==> config.mk <==
export PLATFORM = sky130hd
export DESIGN_NAME = mash_dsm
export DESIGN_NICKNAME = d
export VERILOG_FILES = /design/src/rtl/mash_pkg.sv /design/src/rtl/mash_acc_stage.sv /design/src/rtl/mash_cancel.sv /design/src/rtl/mash_dsm.sv
export SDC_FILE = /design/constraint.sdc
export NUM_CORES = 1
export LEC_CHECK = 0
export BUFFER_PORTS_ARGS = -buffer_cell sky130_fd_sc_hd__clkbuf_2
export CAP_MARGIN = 10
export CORE_MARGIN = 2
export CORE_UTILIZATION = 45
export CTS_BUF_LIST = sky130_fd_sc_hd__clkbuf_4 sky130_fd_sc_hd__clkbuf_8 sky130_fd_sc_hd__clkbuf_16
export DETAILED_ROUTE_END_ITERATION = 8
export MAX_ROUTING_LAYER = met4
export PLACE_DENSITY = 0.69
export SLEW_MARGIN = 0
export SYNTH_ARGS = -nofsm -noshare
export SYNTH_HDL_FRONTEND = slang
export SYNTH_SLANG_ARGS = --single-unit
==> constraint.sdc <==
create_clock -name clk -period 10.5 [get_ports clk]
set_input_delay 0.525 -clock clk [delete_from_list [all_inputs] [get_ports clk]]
set_output_delay 0.525 -clock clk [all_outputs]
set_load 0.01 [all_outputs]
==> src/rtl/mash_pkg.sv <==
package mash_pkg;
   localparam int unsigned FRAC_W   = 16;
   localparam int unsigned OFS_W    = 4;
   localparam int unsigned N_STAGES = 3;

   typedef enum logic [1:0] {
      ORD_DEF = 2'd0,
      ORD_1   = 2'd1,
      ORD_2   = 2'd2,
      ORD_3   = 2'd3
   } order_e;
endpackage

==> src/rtl/mash_acc_stage.sv <==
module mash_acc_stage #(
   parameter int unsigned W = 16
) (
   input  logic         clk,
   input  logic         rst,
   input  logic         en,
   input  logic [W-1:0] din,
   output logic [W-1:0] sum_next,
   output logic         carry
);
   logic [W-1:0] acc;
   logic [W:0]   wide_sum;

   always_comb begin
      wide_sum = {1'b0, acc} + {1'b0, din};
      sum_next = wide_sum[W-1:0];
      carry    = wide_sum[W];
   end

   always_ff @(posedge clk) begin
      if (rst)     acc <= '0;
      else if (en) acc <= sum_next;
   end
endmodule

==> src/rtl/mash_cancel.sv <==
module mash_cancel
   import mash_pkg::*;
#(
   parameter int unsigned OW = 4
) (
   input  logic                 clk,
   input  logic                 rst,
   input  logic                 en,
   input  order_e               ord,
   input  logic                 c1,
   input  logic                 c2,
   input  logic                 c3,
   output logic signed [OW-1:0] y
);
   logic c2_d, c3_d, c3_dd;
   logic signed [OW-1:0] t1, t2, t3;

   function automatic logic signed [OW-1:0] widen(input logic b);
      return {{(OW-1){1'b0}}, b};
   endfunction

   always_ff @(posedge clk) begin
      if (rst) begin
         c2_d  <= 1'b0;
         c3_d  <= 1'b0;
         c3_dd <= 1'b0;
      end else if (en) begin
         c2_d  <= c2;
         c3_d  <= c3;
         c3_dd <= c3_d;
      end
   end

   always_comb begin
      t1 = widen(c1);
      t2 = (ord == ORD_2 || ord == ORD_3) ? (widen(c2) - widen(c2_d)) : '0;
      t3 = (ord == ORD_3) ? (widen(c3) - (widen(c3_d) <<< 1) + widen(c3_dd)) : '0;
      y  = t1 + t2 + t3;
   end
endmodule

==> src/rtl/mash_dsm.sv <==
module mash_dsm
   import mash_pkg::*;
#(
   parameter int unsigned FW = FRAC_W,
   parameter int unsigned OW = OFS_W
) (
   input  logic                 clk,
   input  logic                 rst,
   input  logic                 en,
   input  logic [FW-1:0]        frac,
   input  logic [1:0]           order_sel,
   output logic signed [OW-1:0] offset,
   output logic                 offset_vld
);
   localparam int unsigned NS = N_STAGES;

   if (OW < 4) begin : g_bad_ow
      $error("mash_dsm: OW must be at least 4 to hold offsets -3..4");
   end
   if (FW < 2) begin : g_bad_fw
      $error("mash_dsm: FW must be at least 2");
   end

   order_e ord_q;
   logic [FW-1:0] stage_in  [NS];
   logic [FW-1:0] stage_sum [NS];
   logic [NS-1:0] carries;
   logic signed [OW-1:0] y_comb;

   always_ff @(posedge clk) begin
      if (rst) ord_q <= (order_sel == 2'd0) ? ORD_1 : order_e'(order_sel);
   end

   for (genvar k = 0; k < NS; k++) begin : g_stage
      if (k == 0) begin : g_first
         assign stage_in[k] = frac;
      end else begin : g_next
         assign stage_in[k] = stage_sum[k-1];
      end
      mash_acc_stage #(.W(FW)) u_acc (
         .clk      (clk),
         .rst      (rst),
         .en       (en),
         .din      (stage_in[k]),
         .sum_next (stage_sum[k]),
         .carry    (carries[k])
      );
   end

   mash_cancel #(.OW(OW)) u_cancel (
      .clk (clk),
      .rst (rst),
      .en  (en),
      .ord (ord_q),
      .c1  (carries[0]),
      .c2  (carries[1]),
      .c3  (carries[2]),
      .y   (y_comb)
   );

   always_ff @(posedge clk) begin
      if (rst) begin
         offset     <= '0;
         offset_vld <= 1'b0;
      end else begin
         offset_vld <= en;
         if (en) offset <= y_comb;
      end
   end
endmodule

==> impl_metrics.env, run 1 <==
export IMPL_outcome="complete, no violations"
export IMPL_power_share_sequential=0.189
export IMPL_start_util=0.465
export IMPL_fin_tns_setup_ns=0
export IMPL_num_fill_cells=970
export IMPL_p_int_uw=897
export IMPL_rsz0062_at_grt="no"
export IMPL_first_global_vias=4346
export IMPL_ant_nets=0
export IMPL_ys_ff_latch=58
export IMPL_wirelength_um=11400
export IMPL_area_delta_synth_final_pct=8.97
export IMPL_cpPeakStageDelay_ns=0.42
export IMPL_cts_tree="done"
export IMPL_antenna_found_initial=0
export IMPL_portBuffers=25
export IMPL_finalHoldViolCount=0
export IMPL_clkLatencyLatePin_ns=0.36
export IMPL_ys_async_sr_fraction=0
export IMPL_fmaxAchievable_ghz=0.155
export IMPL_root_buffer="clkbuf_8"
export IMPL_cts_buffer_depth=2
export IMPL_numCtsBuffers=9
export IMPL_synth_avg_cell_area_sq_um=8.07
export IMPL_worstSetupEndpointType="flip-flop"
export IMPL_place_gp_congestion=0.948
export IMPL_worst_ep_required_time_ns=10.77
export IMPL_synth_area_sq_um=4830
export IMPL_cpMostUsedCell="a21oi_1"
export IMPL_cts_hold_buf=0
export IMPL_final_max_slew_violation_count=0
export IMPL_reg2reg_from="g_stage[0].u_acc.acc[0]"
export IMPL_viasPerCell=5.97
export IMPL_grt_total_usage=0.215
export IMPL_clkTransAtPathRegs_ns=0.07
export IMPL_whs_path_depth=1
export IMPL_critPathKind="reg2reg"
export IMPL_arrival_ns=6.74
export IMPL_cts_sinks=58
export IMPL_crit_family="adder cells"
export IMPL_seq_area_frac_synth=0.245
export IMPL_syn_instance_count=598
export IMPL_worstSetupStartpointType="flip-flop"
export IMPL_die_area_sq_um=11600
export IMPL_rrSetupSlack_ns=4.03
export IMPL_dpl_hpwl_um=7910
export IMPL_yosysWarnings=0
export IMPL_core_area_sq_um=10400
export IMPL_r2r_end="offset[1]"
export IMPL_cts_resized=0
export IMPL_post_route_period_util=0.616
export IMPL_syn_num_nets=680
export IMPL_p_clk_frac=0.140
export IMPL_n_antenna_cell=0
export IMPL_final_cell_mix="ha_1, dfxtp_1, nor2_1, nand2_1, a21oi_1"
export IMPL_dp_slack_ns=3.86
export IMPL_worst_slew_pin_slew_ns=0.912
export IMPL_swShare=0.466
export IMPL_hold_path_class="in2reg"
export IMPL_drive_above_1_share=0.0896
export IMPL_vdd_drop_max_mv=0.110
export IMPL_fin_worst_skew_ns=0.0121
export IMPL_p_comb_frac=0.670
export IMPL_drc=0
export IMPL_setup_ws_ns=4.03
export IMPL_cts_setup_buffers=0
export IMPL_grt_overflow_total=0
export IMPL_hold_start="order_sel[1]"
export IMPL_p_leak_nw=2.39
export IMPL_synth_area_leaders="dfxtp_1, ha_1, a21oi_1"
export IMPL_drtIter0Drc=230
export IMPL_drt_pass1_iter_count=6
export IMPL_synth_edf_count=2
export IMPL_die_w_um=108
export IMPL_power_density_nw_per_um2=319
export IMPL_min_to="ord_q[1]"
export IMPL_num_io_pins=26
export IMPL_finalCriticalPeriod_ns=6.47
export IMPL_relSlewSlack=0.388
export IMPL_max_cap_viol_count=0
export IMPL_netlist_area_leader_share=0.232
export IMPL_setup_worst_path_start="g_stage[0].u_acc.acc[0]"
export IMPL_cp_slowest_cell="fa_1"
export IMPL_synth_distinct_cells=66
export IMPL_grt_max_degree=69
export IMPL_grt_first_pass_wirelength_um=19600
export IMPL_rows=37
export IMPL_finish_utilization=0.507
export IMPL_yosysTopAreaCell="dfxtp_1"
export IMPL_dieHeight_um=108
export IMPL_synthFlopType="dfxtp_1"
export IMPL_reg2reg_depth=27
export IMPL_routedWlPerCell_um=15.3
export IMPL_nNetsFinal=691
export IMPL_vias=4481
export IMPL_setup_violations=0
export IMPL_cts_max_level=3
export IMPL_worst_path_buf_inv=2
export IMPL_p_switching_uw=783
export IMPL_crit_fanout=7
power groups by stage:
stage / Sequential (mW) / Combinational, mW / Clock (mW)
floorplan: 0.315 / 0.897 / 0
global placement: 0.321 / 1.08 / 0
detailed placement: 0.322 / 1.10 / 0
CTS: 0.318 / 1.11 / 0.241
global route: 0.325 / 1.27 / 0.250
finish: 0.318 / 1.13 / 0.236
sequential cells by signal (all words and copies together) (netlist names):
name / flops
u_cancel.c3_d: 1
g_stage.u_acc.acc: 48
offset: 4
offset_vld: 1
u_cancel.c3_dd: 1
ord_q: 2
u_cancel.c2_d: 1
kinds of logic (layout without fill, tap and decap cells):
| logic type | count (synthesis) | in the layout | share of synthesized area |
|---|---|---|---|
| AOI/OAI and AO/OA | 183 | 183 | 0.259 |
| xor gates and xnor gates | 28 | 28 | 0.0508 |
| adders and majority gates | 61 | 61 | 0.166 |
| buffers and inverters | 53 | 69 | 0.0420 |
| DFF | 58 | 58 | 0.245 |
| muxes | 19 | 19 | 0.0399 |
| and+or+nand+nor | 196 | 196 | 0.198 |
Yosys cell counts (3+ instances only):
library cell and count:
nand2b_1 3, inv_1 23, o22ai_1 3, o21bai_1 5
a211oi_1 13, fa_1 5, xor2_1 7, buf_1 4
or3_1 9, a21o_1 22, nor3_1 15, o21a_1 3
nand4b_1 3, a21oi_1 49, o31ai_1 3, and2_1 6
clkbuf_1 21, nand2_1 51, o21ai_0 17, o21ai_1 10
xnor2_1 21, o311ai_1 5, o221ai_1 6, o211a_1 3
a31oi_1 7, ha_1 56, a2111o_1 3, nand3b_1 4
nor2_1 51, mux2i_1 17, buf_2 3, and3_1 11
dfxtp_1 56, nand4_1 7, nand3_1 20, nor2b_1 6
a211o_1 3, o211ai_1 7
layout make-up:
| class | count | area (sq um) | share of cell area |
|---|---|---|---|
| clock inverter | 1 | 30.0 | 0.00571 |
| timing repair buffer | 28 | 148 | 0.0281 |
| multi-input combinational | 487 | 3440 | 0.655 |
| clock buffer | 15 | 194 | 0.0369 |
| sequential | 58 | 1180 | 0.225 |
| tap | 136 | 170 | 0.0324 |
| inverter | 25 | 93.8 | 0.0178 |
metal layers:
| layer | global-route usage | wire length, um | share of wire | vias to the layer above |
|---|---|---|---|---|
| met5 | - | 0 | 0 | - |
| met4 | 0.0842 | 267 | 0.023 | 0 |
| met3 | 0.0375 | 514 | 0.045 | 22 |
| met1 | 0.268 | 5460 | 0.48 | 2089 |
| met2 | 0.348 | 5200 | 0.45 | 124 |
| li1 | - | - | - | 2246 |
worst max path at each step:
stage | endpoint | cells past startpoint
2_1_floorplan | offset[1] | 27
5_1_grt | offset[2] | 31
6_report | offset[1] | 27
3_3_place_gp | offset[1] | 28
4_1_cts | offset[1] | 27
3_5_place_dp | offset[1] | 28
worst reg2reg max path: cells and delay by family, from the launching register on:
kind	cells	cell delay (ns)
XOR/XNOR	1	0.18
flip-flops	1	0.33
buffers and inverters	2	0.14
AND/OR/NAND/NOR	7	1.26
AO/OA/AOI/OAI	10	2.15
adder cells (fa/ha/maj)	7	2.36
stage by stage:
step	hold slack (ns)	power, mW	instance area [sq um]	std cells
after floorplan	0.445	1.21	4830	598
after detailed placement	0.466	1.42	5040	734
after global routing	0.359	1.84	5260	750
final	0.364	1.68	5260	750
after global placement	0.455	1.40	5040	734
after CTS	0.351	1.67	5260	750
(Power assumes the default switching activity.)
==> run 2: changes to the inputs <==
PLACE_DENSITY = 0.71   (was 0.69)
clock period = 5.4 ns   (was 10.5 ns; I/O delays follow)
==> impl_metrics.env, run 2 (synthesis results as in run 1) <==
export IMPL_outcome="finished with violations"
export IMPL_violations="setup timing"
export IMPL_power_share_sequential=0.155
export IMPL_cts_sinks=58
export IMPL_top_regs="g_stage.u_acc.acc x48, offset x4, ord_q x2"
export IMPL_finalHoldViolCount=0
export IMPL_relSlewSlack=0.448
export IMPL_cts_max_level=3
export IMPL_cp_slowest_cell="fa_2"
export IMPL_antenna_found_initial=0
export IMPL_portBuffers=25
export IMPL_cts_tree="done"
export IMPL_multi_input_area_sq_um=3690
export IMPL_cpPeakStageDelay_ns=0.37
export IMPL_cts_buffer_depth=2
export IMPL_vdd_drop_max_mv=0.369
export IMPL_worst_path_buf_inv=3
export IMPL_layout_commonest_cell="buf_4"
export IMPL_start_util=0.465
export IMPL_regArea_sq_um=1180
export IMPL_rsz0062_at_grt="yes"
export IMPL_critPathKind="reg2reg"
export IMPL_rrSetupSlack_ns=-0.01
export IMPL_setup_violations=1
export IMPL_dieHeight_um=108
export IMPL_clkTransAtPathRegs_ns=0.07
export IMPL_wirelength_um=12700
export IMPL_num_io_pins=26
export IMPL_largest_reg_flops=48
export IMPL_crit_fanout=4
export IMPL_dp_slack_ns=-0.392
export IMPL_core_area_sq_um=10400
export IMPL_first_global_vias=4560
export IMPL_p_switching_mw=1.76
export IMPL_num_fill_cells=907
export IMPL_p_comb_frac=0.751
export IMPL_n_antenna_cell=0
export IMPL_drt_pass1_iter_count=5
export IMPL_p_leak_nw=2.90
export IMPL_largest_register="g_stage.u_acc.acc"
export IMPL_clkLatencyLatePin_ns=0.34
export IMPL_finalCriticalPeriod_ns=5.41
export IMPL_viasPerCell=5.77
export IMPL_worstSetupStartpointType="flip-flop"
export IMPL_worst_ep_required_time_ns=5.60
export IMPL_arrival_ns=5.62
export IMPL_die_area_sq_um=11600
export IMPL_drtIter0Drc=264
export IMPL_fin_hold_ws_ns=0.116
export IMPL_dpl_hpwl_um=8960
export IMPL_crit_family="adder cells"
export IMPL_numCtsBuffers=9
export IMPL_ant_nets=0
export IMPL_max_cap_viol_count=0
export IMPL_drive_above_1_share=0.273
export IMPL_routedWlPerCell_um=15.0
export IMPL_drc=0
export IMPL_worst_slew_pin_slew_ns=0.829
export IMPL_place_gp_congestion=0.968
export IMPL_power_density_nw_per_um2=647
export IMPL_fin_worst_skew_ns=0.00888
export IMPL_grt_overflow_total=0
export IMPL_area_delta_synth_final_pct=28.7
export IMPL_p_int_mw=2.26
export IMPL_post_route_period_util=1.00
export IMPL_final_max_slew_violation_count=0
export IMPL_worstSetupEndpointType="flip-flop"
export IMPL_hold_path_class="in2reg"
export IMPL_grt_max_degree=70
export IMPL_grt_total_usage=0.227
export IMPL_met3_length_um=471
export IMPL_highest_layer="met4"
export IMPL_setup_ws_ns=-0.0111
export IMPL_p_clk_frac=0.095
export IMPL_swShare=0.437
export IMPL_root_buffer="clkbuf_8"
export IMPL_nNetsFinal=790
export IMPL_route_met2_wl_um=6060
export IMPL_vias=4902
export IMPL_final_cell_mix="buf_4, dfxtp_1, ha_1"
export IMPL_die_w_um=108
export IMPL_fmaxAchievable_ghz=0.185
export IMPL_m1WireLength_um=5940
export IMPL_rows=37
export IMPL_grt_first_pass_wirelength_um=20700
[run 2: changes by cell type in the layout (fill, tap and decap cells not counted), sizes merged]
cell,change
buf,+99
bufinv,-1
clkbuf,-2
clkinv,+3
[run 2: worst paths after layout]
kind	start	endpoint	cells past startpoint
hold reg to reg	g_stage[0].u_acc.acc[11]	g_stage[0].u_acc.acc[11]	2
setup / recovery	g_stage[0].u_acc.acc[0]	offset[2]	30
setup reg to reg	g_stage[0].u_acc.acc[0]	offset[2]	30
hold / removal	order_sel[1]	ord_q[1]	1
[run 2: repair_timing]
action                                  CTS  global route
gates resized for setup                  17            23
cloned                                    0             0
pin swaps                                15            25
endpoints found under the setup margin    3             4
hold buffers                              0             0
buffers inserted                          5             8
[run 2: routing by layer]
| metal | vias up | track usage |
|---|---|---|
| li1 | 2444 | - |
| met4 | 0 | 0.0943 |
| met2 | 110 | 0.356 |
| met1 | 2331 | 0.297 |
| met5 | - | - |
| met3 | 17 | 0.0285 |
[run 2: per-stage QoR]
step | setup TNS (ns) | power (mW) | cells | utilization | area (sq um)
2_1_floorplan | 0 | 2.39 | 598 | - | 4870
3_3_place_gp | -0.371 | 3.29 | 820 | 0.552 | 5730
3_5_place_dp | -0.872 | 3.37 | 820 | 0.552 | 5730
4_1_cts | -0.0631 | 3.82 | 841 | 0.580 | 6010
5_1_grt | -0.800 | 4.36 | 849 | 0.599 | 6210
6_report | -0.0111 | 4.02 | 849 | 0.599 | 6210
[run 2: power by group through the flow]
stage	clock network [mW]	registers, mW	logic [mW]
2_1_floorplan	0	0.612	1.78
6_report	0.381	0.622	3.02
5_1_grt	0.404	0.636	3.32
3_3_place_gp	0	0.623	2.67
4_1_cts	0.393	0.618	2.81
3_5_place_dp	0	0.626	2.74
[run 2: cell type report]
type                       count  area share
timing repair buffer         127       0.143
inverter                      25      0.0151
tap                          136      0.0274
clock inverter                 3     0.00242
multi-input combinational    487       0.595
clock buffer                  13      0.0268
sequential                    58       0.190
[run 2: worst register-to-register path, delay by kind of cell (launching register included)]
family          cells  cell delay, ns
compound gates      9            1.36
xor+xnor            3            0.53
fa+ha+maj           7            1.86
buf+inv             3            0.22
flops               1            0.35
simple gates        8            0.96
